[src/rtl/radio_cfg_seq.sv]
module radio_cfg_seq #(
  parameter int          BIT_CYC   = 4,
  parameter int          CAL_CYC   = 100,
  parameter logic [31:0] DAC_WORD  = 32'h0000_000E,
  parameter logic [31:0] AGC_WORD  = 32'h0002_31E9,
  parameter logic [31:0] SYNC_WORD = 32'h0000_003B,
  parameter logic [31:0] THR_WORD  = 32'h0000_010C,
  parameter logic [31:0] TEST_WORD = 32'h000E_000F
) (
  input  logic        clk,
  input  logic        rst_n,
  input  logic        start,
  input  logic        wr_go,
  input  logic [31:0] wr_word,
  input  logic        wr_latch,
  input  logic        tgt_sel,
  input  logic [31:0] r1_word,
  input  logic [31:0] r3_word,
  input  logic [31:0] r4_word,
  input  logic [31:0] r6_word,
  input  logic [31:0] r5_word,
  input  logic [31:0] r0_word,
  input  logic [31:0] r2_word,
  input  logic [5:0]  pa_level,
  input  logic [31:0] r10_word,
  input  logic [31:0] r13_word,
  output logic        ser_data,
  output logic        ser_clk,
  output logic        latch_a,
  output logic        latch_b,
  output logic        busy,
  output logic        done
);

  localparam int NSLOT    = 14;
  localparam int CAL_SLOT = 4;
  localparam int CNT_MAX  = (BIT_CYC > CAL_CYC) ? BIT_CYC : CAL_CYC;
  localparam int CW       = $clog2(CNT_MAX + 1);
  localparam logic [3:0]  LAST_SLOT = 4'(NSLOT - 1);
  localparam logic [31:0] PA_CONST  = 32'(6'b110001) << 7;

  typedef enum logic [2:0] {S_IDLE, S_SETUP, S_HIGH, S_LATCH, S_WAIT} st_t;

  st_t         st;
  logic [CW-1:0] cnt;
  logic [4:0]  bitn;
  logic [3:0]  slot;
  logic [31:0] sh;
  logic        sel_q, single_q, latch_q, done_q;
  logic [31:0] r2_full, nxt_word;
  logic [3:0]  nxt_slot;
  logic        tick, wait_end, word_end;

  assign r2_full  = {r2_word[31:4], 4'b0010} | (32'(pa_level) << 13) | PA_CONST;
  assign nxt_slot = slot + 4'd1;
  assign tick     = (cnt == CW'(BIT_CYC - 1));
  assign wait_end = (cnt == CW'(CAL_CYC - 1));
  assign word_end = ((st == S_HIGH) && tick && (bitn == 5'd31) && !latch_q) ||
                    ((st == S_LATCH) && tick);

  always_comb begin
    case (nxt_slot)
      4'd1:    nxt_word = r3_word;
      4'd2:    nxt_word = r4_word;
      4'd3:    nxt_word = r6_word;
      4'd4:    nxt_word = r5_word;
      4'd5:    nxt_word = r0_word;
      4'd6:    nxt_word = r2_full;
      4'd7:    nxt_word = DAC_WORD;
      4'd8:    nxt_word = AGC_WORD;
      4'd9:    nxt_word = r10_word;
      4'd10:   nxt_word = SYNC_WORD;
      4'd11:   nxt_word = THR_WORD;
      4'd12:   nxt_word = r13_word;
      4'd13:   nxt_word = TEST_WORD;
      default: nxt_word = r1_word;
    endcase
  end

  always_ff @(posedge clk) begin
    if (!rst_n) begin
      st       <= S_IDLE;
      cnt      <= '0;
      bitn     <= '0;
      slot     <= '0;
      sh       <= '0;
      sel_q    <= 1'b0;
      single_q <= 1'b0;
      latch_q  <= 1'b0;
      done_q   <= 1'b0;
    end else begin
      done_q <= 1'b0;
      case (st)
        S_IDLE: begin
          cnt  <= '0;
          bitn <= '0;
          if (start) begin
            sel_q    <= tgt_sel;
            single_q <= 1'b0;
            latch_q  <= 1'b1;
            slot     <= '0;
            sh       <= r1_word;
            st       <= S_SETUP;
          end else if (wr_go) begin
            sel_q    <= tgt_sel;
            single_q <= 1'b1;
            latch_q  <= wr_latch;
            sh       <= wr_word;
            st       <= S_SETUP;
          end
        end
        S_SETUP: begin
          if (tick) begin
            cnt <= '0;
            st  <= S_HIGH;
          end else cnt <= cnt + 1'b1;
        end
        S_HIGH: begin
          if (!tick) cnt <= cnt + 1'b1;
          else begin
            cnt <= '0;
            if (bitn != 5'd31) begin
              bitn <= bitn + 5'd1;
              sh   <= sh << 1;
              st   <= S_SETUP;
            end else begin
              bitn <= '0;
              if (latch_q) st <= S_LATCH;
            end
          end
        end
        S_LATCH: begin
          if (!tick) cnt <= cnt + 1'b1;
          else cnt <= '0;
        end
        S_WAIT: begin
          if (wait_end) begin
            cnt  <= '0;
            slot <= nxt_slot;
            sh   <= nxt_word;
            st   <= S_SETUP;
          end else cnt <= cnt + 1'b1;
        end
        default: st <= S_IDLE;
      endcase

      if (word_end) begin
        if (single_q || slot == LAST_SLOT) begin
          st     <= S_IDLE;
          done_q <= 1'b1;
        end else if (slot == 4'(CAL_SLOT)) begin
          st <= S_WAIT;
        end else begin
          slot <= nxt_slot;
          sh   <= nxt_word;
          st   <= S_SETUP;
        end
      end
    end
  end

  assign ser_clk  = (st == S_HIGH);
  assign ser_data = ((st == S_SETUP) || (st == S_HIGH)) && sh[31];
  assign latch_a  = (st == S_LATCH) && !sel_q;
  assign latch_b  = (st == S_LATCH) && sel_q;
  assign busy     = (st != S_IDLE);
  assign done     = done_q;

  AST_LATCH_EXCL: assert property (@(posedge clk) disable iff (!rst_n)
    !(latch_a && latch_b));
  AST_IDLE_QUIET: assert property (@(posedge clk) disable iff (!rst_n)
    !busy |-> (!ser_clk && !ser_data && !latch_a && !latch_b));
  AST_DATA_HELD: assert property (@(posedge clk) disable iff (!rst_n)
    (ser_clk && $past(ser_clk)) |-> $stable(ser_data));
  AST_LATCH_ON_FALL: assert property (@(posedge clk) disable iff (!rst_n)
    $rose(latch_a || latch_b) |-> $fell(ser_clk));
  AST_DONE_ONE: assert property (@(posedge clk) disable iff (!rst_n)
    done |=> !done);
  AST_DONE_END: assert property (@(posedge clk) disable iff (!rst_n)
    done |-> (!busy && $past(busy)));

endmodule

[config.mk]
export PLATFORM = sky130hd
export DESIGN_NAME = radio_cfg_seq
export DESIGN_NICKNAME = d
export VERILOG_FILES = /design/src/rtl/radio_cfg_seq.sv
export SDC_FILE = /design/constraint.sdc
export NUM_CORES = 1
export LEC_CHECK = 0
export CORE_AREA = 2 2 131 133
export CTS_BUF_LIST = sky130_fd_sc_hd__clkbuf_16
export DETAILED_ROUTE_END_ITERATION = 12
export DIE_AREA = 0 0 133 135
export HOLD_SLACK_MARGIN = 0.05
export MAX_ROUTING_LAYER = met4
export PLACE_DENSITY_LB_ADDON = 0.25
export SYNTH_ARGS = -nofsm -noshare
export SYNTH_HDL_FRONTEND = slang
export SYNTH_SLANG_ARGS = --single-unit
export TNS_END_PERCENT = 50
[constraint.sdc]
create_clock -name clk -period 2.36 [get_ports clk]
set_input_delay 0.472 -clock clk [delete_from_list [all_inputs] [get_ports clk]]
set_output_delay 0.472 -clock clk [all_outputs]
set_load 0.01 [all_outputs]
==> summary.txt <==
Cells and area
  – Layout cells sized above 1: 0.230
  – Nets@finish: 1603
  – P&R area growth vs syn: 92.3%

Floorplan
  – Row count: 47
  – Die Ht: 135 um
  – Die Area: 18000 um^2
  – I/O Pins: 338
  – Starting Density: 0.355
  – Core area: 16400 um^2
  – DIE WIDTH: 133 um

STA
  – Setup slack after layout: -0.190 ns
  – Achievable Freq: 392 MHz
  – Tcrit/Tclk final: 1.08
  – Min Hold Slack: 0.485 ns
  – Pin slew with the least headroom to its limit: 0.643 ns
  – Max-slew violations: 0
  – RSZ-0062 raised after global routing: yes
  – Final min period: 2.55 ns
  – Final Hold Viols: 0
  – Slew headroom: 0.571
  – Final Setup Violations: 23
  – Clock Skew: 0.00946 ns

Power and ir drop
  – Worst VDD drop: 0.000256 V
  – Comb pwr share: 0.361
  – Seq pwr share: 0.349
  – Power per cell area: 260 nW/um^2
  – Psw: 770 uW
  – Clock power share: 0.289
  – Final Power: 2920 uW
  – Pint: 2150 uW
  – Sw Ratio: 0.264
  – Leakage: 0.00435 uW

Place
  – PortBufs: 330
  – DPL Wire Length: 27700 um
  – Routability cong.: 1.07

Global routing
  – Pin count of the biggest net entering global routing: 36
  – Total grt overflow: 0
  – GR Util All Layers: 0.372
  – Initial antenna violation count: 5
  – Number of global-route vias before repair: 8542
  – First-pass GRT wire length: 49700 um

Synth
  – Synth Cell Area: 5830 um^2
  – Synthesis-stage register bit count: 55
  – Synth Area in Simple Gates: 0.261
  – Yosys cell types: 81
  – Post-synth top flop: dfxtp_1
  – Xor/xnor cell area share of the yosys netlist: 0.00451
  – Multiplexer share of the synthesized area: 0.00880
  – Syn_area_per_cell: 7.18 um^2
  – Synth Area in Compound Gates: 0.446
  – Share of the synthesized area in the top cell type: 0.189
  – Largest cells by area after synthesis: dfxtp_1 19%, a22oi_1 9.3%, nor2_1 6.3%, o21ai_0 5.4%, a221oi_1 4.7%
  – Post-synth net total: 1153
  – Adder-cell share of the synthesized area: 0.0193
  – Post-synth EDFFs: 0
  – Cell count after synthesis: 812
  – Synth warn: 0
  – FFs w/ async S/R, synth: 0
  – Seq/Total Area, Yosys: 0.189
  – Largest family of logic cells by synthesized area: compound AO/OA/AOI/OAI gates
  – Largest area contributor in the netlist: dfxtp_1

Critical path
  – Slowest stage delay, CP: 0.55 ns
  – R2r worst-path depth: 10
  – Crit path cell chain: ha_4 -> buf_6 -> and2_4 -> a21o_4 -> a22o_4 -> buf_12 -> a222oi_1 -> buf_4 -> and3_4 -> o21ai_1
  – Setup crit start kind: register
  – CP Max Fanout: 7
  – Kind of critical path: reg2reg
  – CP required: 2.55 ns
  – Slowest CP cell: a222oi_1
  – Arrival time at the worst endpoint: 2.74 ns
  – Worst setup EP type: register

Route
  – Via density: 6.08
  – Total Wirelength: 34400 um
  – Final ANT Viol Nets: 0
  – Total iterations of the first detailed-routing run: 8
  – Vias: 9061
  – DR WL/cell: 23.1 um
  – Iteration-0 DRC Markers: 1220
  – DR DRC count: 0

Hold path
  – Worst hold stages: 2
  – Hold WC Path Type: reg2reg

Clock tree
  – Number of CTS-inserted buffers: 5
  – Later-pin clock latency in the skew report: 0.30 ns
  – # clock sinks: 55
  – Clock transition at the registers of the reported paths: 0.07 ns
  – CTS tree: yes
  – Clock root buffer: clkbuf_16
  – Clk buf depth: 2
  – H-tree depth: 2

Outcome
  – Status: complete, but fails checks
  – Failing checks: setup timing

Job
  – Max Cap Violations: 0
-- layer usage --
layer / GRT usage / routed length [um] / vias to the layer above
met5: - / 0 / -
met3: 0.0875 / 3910 / 76
met4: 0.123 / 1140 / 0
li1: - / - / 4108
met1: 0.486 / 14000 / 4207
met2: 0.566 / 15400 / 670
-- synthesized netlist by cell type, drive strengths merged, types with 11 or more instances --
library cell and number:
a21oi 42, a221oi 42, a222oi 22, a22o 17, a22oi 72, and3 23, buf 35, clkbuf 37
dfxtp 55, inv 14, nand2 71, nand3 20, nand4 20, nor2 100, nor3 15, o211ai 11
o21ai 78, o22ai 27
-- flip-flops by register name, indices dropped and copies added (netlist names) --
register	flops
bitn	5
cnt	7
done	1
latch_q	1
sel_q	1
sh	32
single_q	1
slot	4
st	3
-- worst max-delay path, delay by kind of cell, from the launching register on --
| family | cells | cell delay [ns] |
|---|---|---|
| compound gates | 4 | 1.11 |
| buf+inv | 3 | 0.47 |
| flops | 1 | 0.37 |
| simple gates | 2 | 0.30 |
| fa+ha+maj | 1 | 0.17 |
-- final timing paths --
check        startpoint      to  slack [ns]
max             slot[0]  sh[10]       -0.19
min               sel_q   sel_q        0.49
min reg2reg       sel_q   sel_q        0.49
max reg2reg     slot[0]  sh[10]       -0.19
-- placed cells by master (no fill, tap or decap), drive strengths merged, types with 4 or more instances in the layout --
| cell type | instances |
|---|---|
| and3 | 23 |
| o211ai | 11 |
| nand3 | 20 |
| a32oi | 4 |
| clkbuf | 6 |
| ha | 9 |
| mux2i | 4 |
| nand4 | 20 |
| dfxtp | 55 |
| a222oi | 22 |
| and4 | 5 |
| or2 | 5 |
| and2 | 9 |
| nand2b | 4 |
| nor3b | 8 |
| nor3 | 15 |
| nand2 | 71 |
| a21oi | 42 |
| clkdlybuf4s50 | 329 |
| a22oi | 72 |
| a211oi | 5 |
| inv | 14 |
| nor2b | 8 |
| a221oi | 42 |
| o22ai | 27 |
| diode | 8 |
| o21ai | 78 |
| a31oi | 7 |
| nor2 | 100 |
| o21bai | 4 |
| buf | 184 |
| a22o | 17 |
-- metrics by stage --
step | worst slack, ns | instance area [um^2] | utilization | setup TNS, ns | cells
after global placement | -0.231 | 10400 | 0.634 | -4.35 | 1450
after CTS | -0.0968 | 10900 | 0.664 | -0.440 | 1471
after detailed placement | -0.223 | 10400 | 0.634 | -4.56 | 1450
final | -0.190 | 11200 | 0.683 | -1.83 | 1491
after floorplan | 0.0740 | 5830 | - | 0 | 812
after global routing | -0.260 | 11200 | 0.683 | -4.22 | 1488
-- cells by family after synthesis --
| logic type | after synthesis |
|---|---|
| DFF | 55 |
| adders and majority gates | 9 |
| muxes | 5 |
| buffers and inverters | 86 |
| xor gates and xnor gates | 3 |
| and+or+nand+nor | 300 |
| AOI/OAI and AO/OA | 354 |
-- cell type report --
type                    instances  area, um^2
diodes                          8        20.0
clock buffers                   5         125
clock inverters                 3        38.8
fillers                      1345        5190
inverters                      14        52.6
multi-input cells             671        4660
flip-flops and latches         55        1110
well taps                     220         275
repair buffers                515        4930
-- power by group through the flow --
stage | sequential (uW) | clock [uW] | combinational (uW)
CTS | 1020 | 846 | 1030
floorplan | 1020 | 0 | 297
detailed placement | 1040 | 0 | 1000
global placement | 1040 | 0 | 1000
finish | 1020 | 844 | 1060
global route | 1020 | 885 | 1120
-- what timing repair did --
item | in CTS | in global routing
setup buffers | 13 | 13
endpoints found under the setup margin | 32 | 40
gates cloned | 0 | 1
resized for setup | 44 | 55
pin swaps | 16 | 26
hold buffers | 0 | 0
Note: power is estimated with default switching activity, not from simulation.
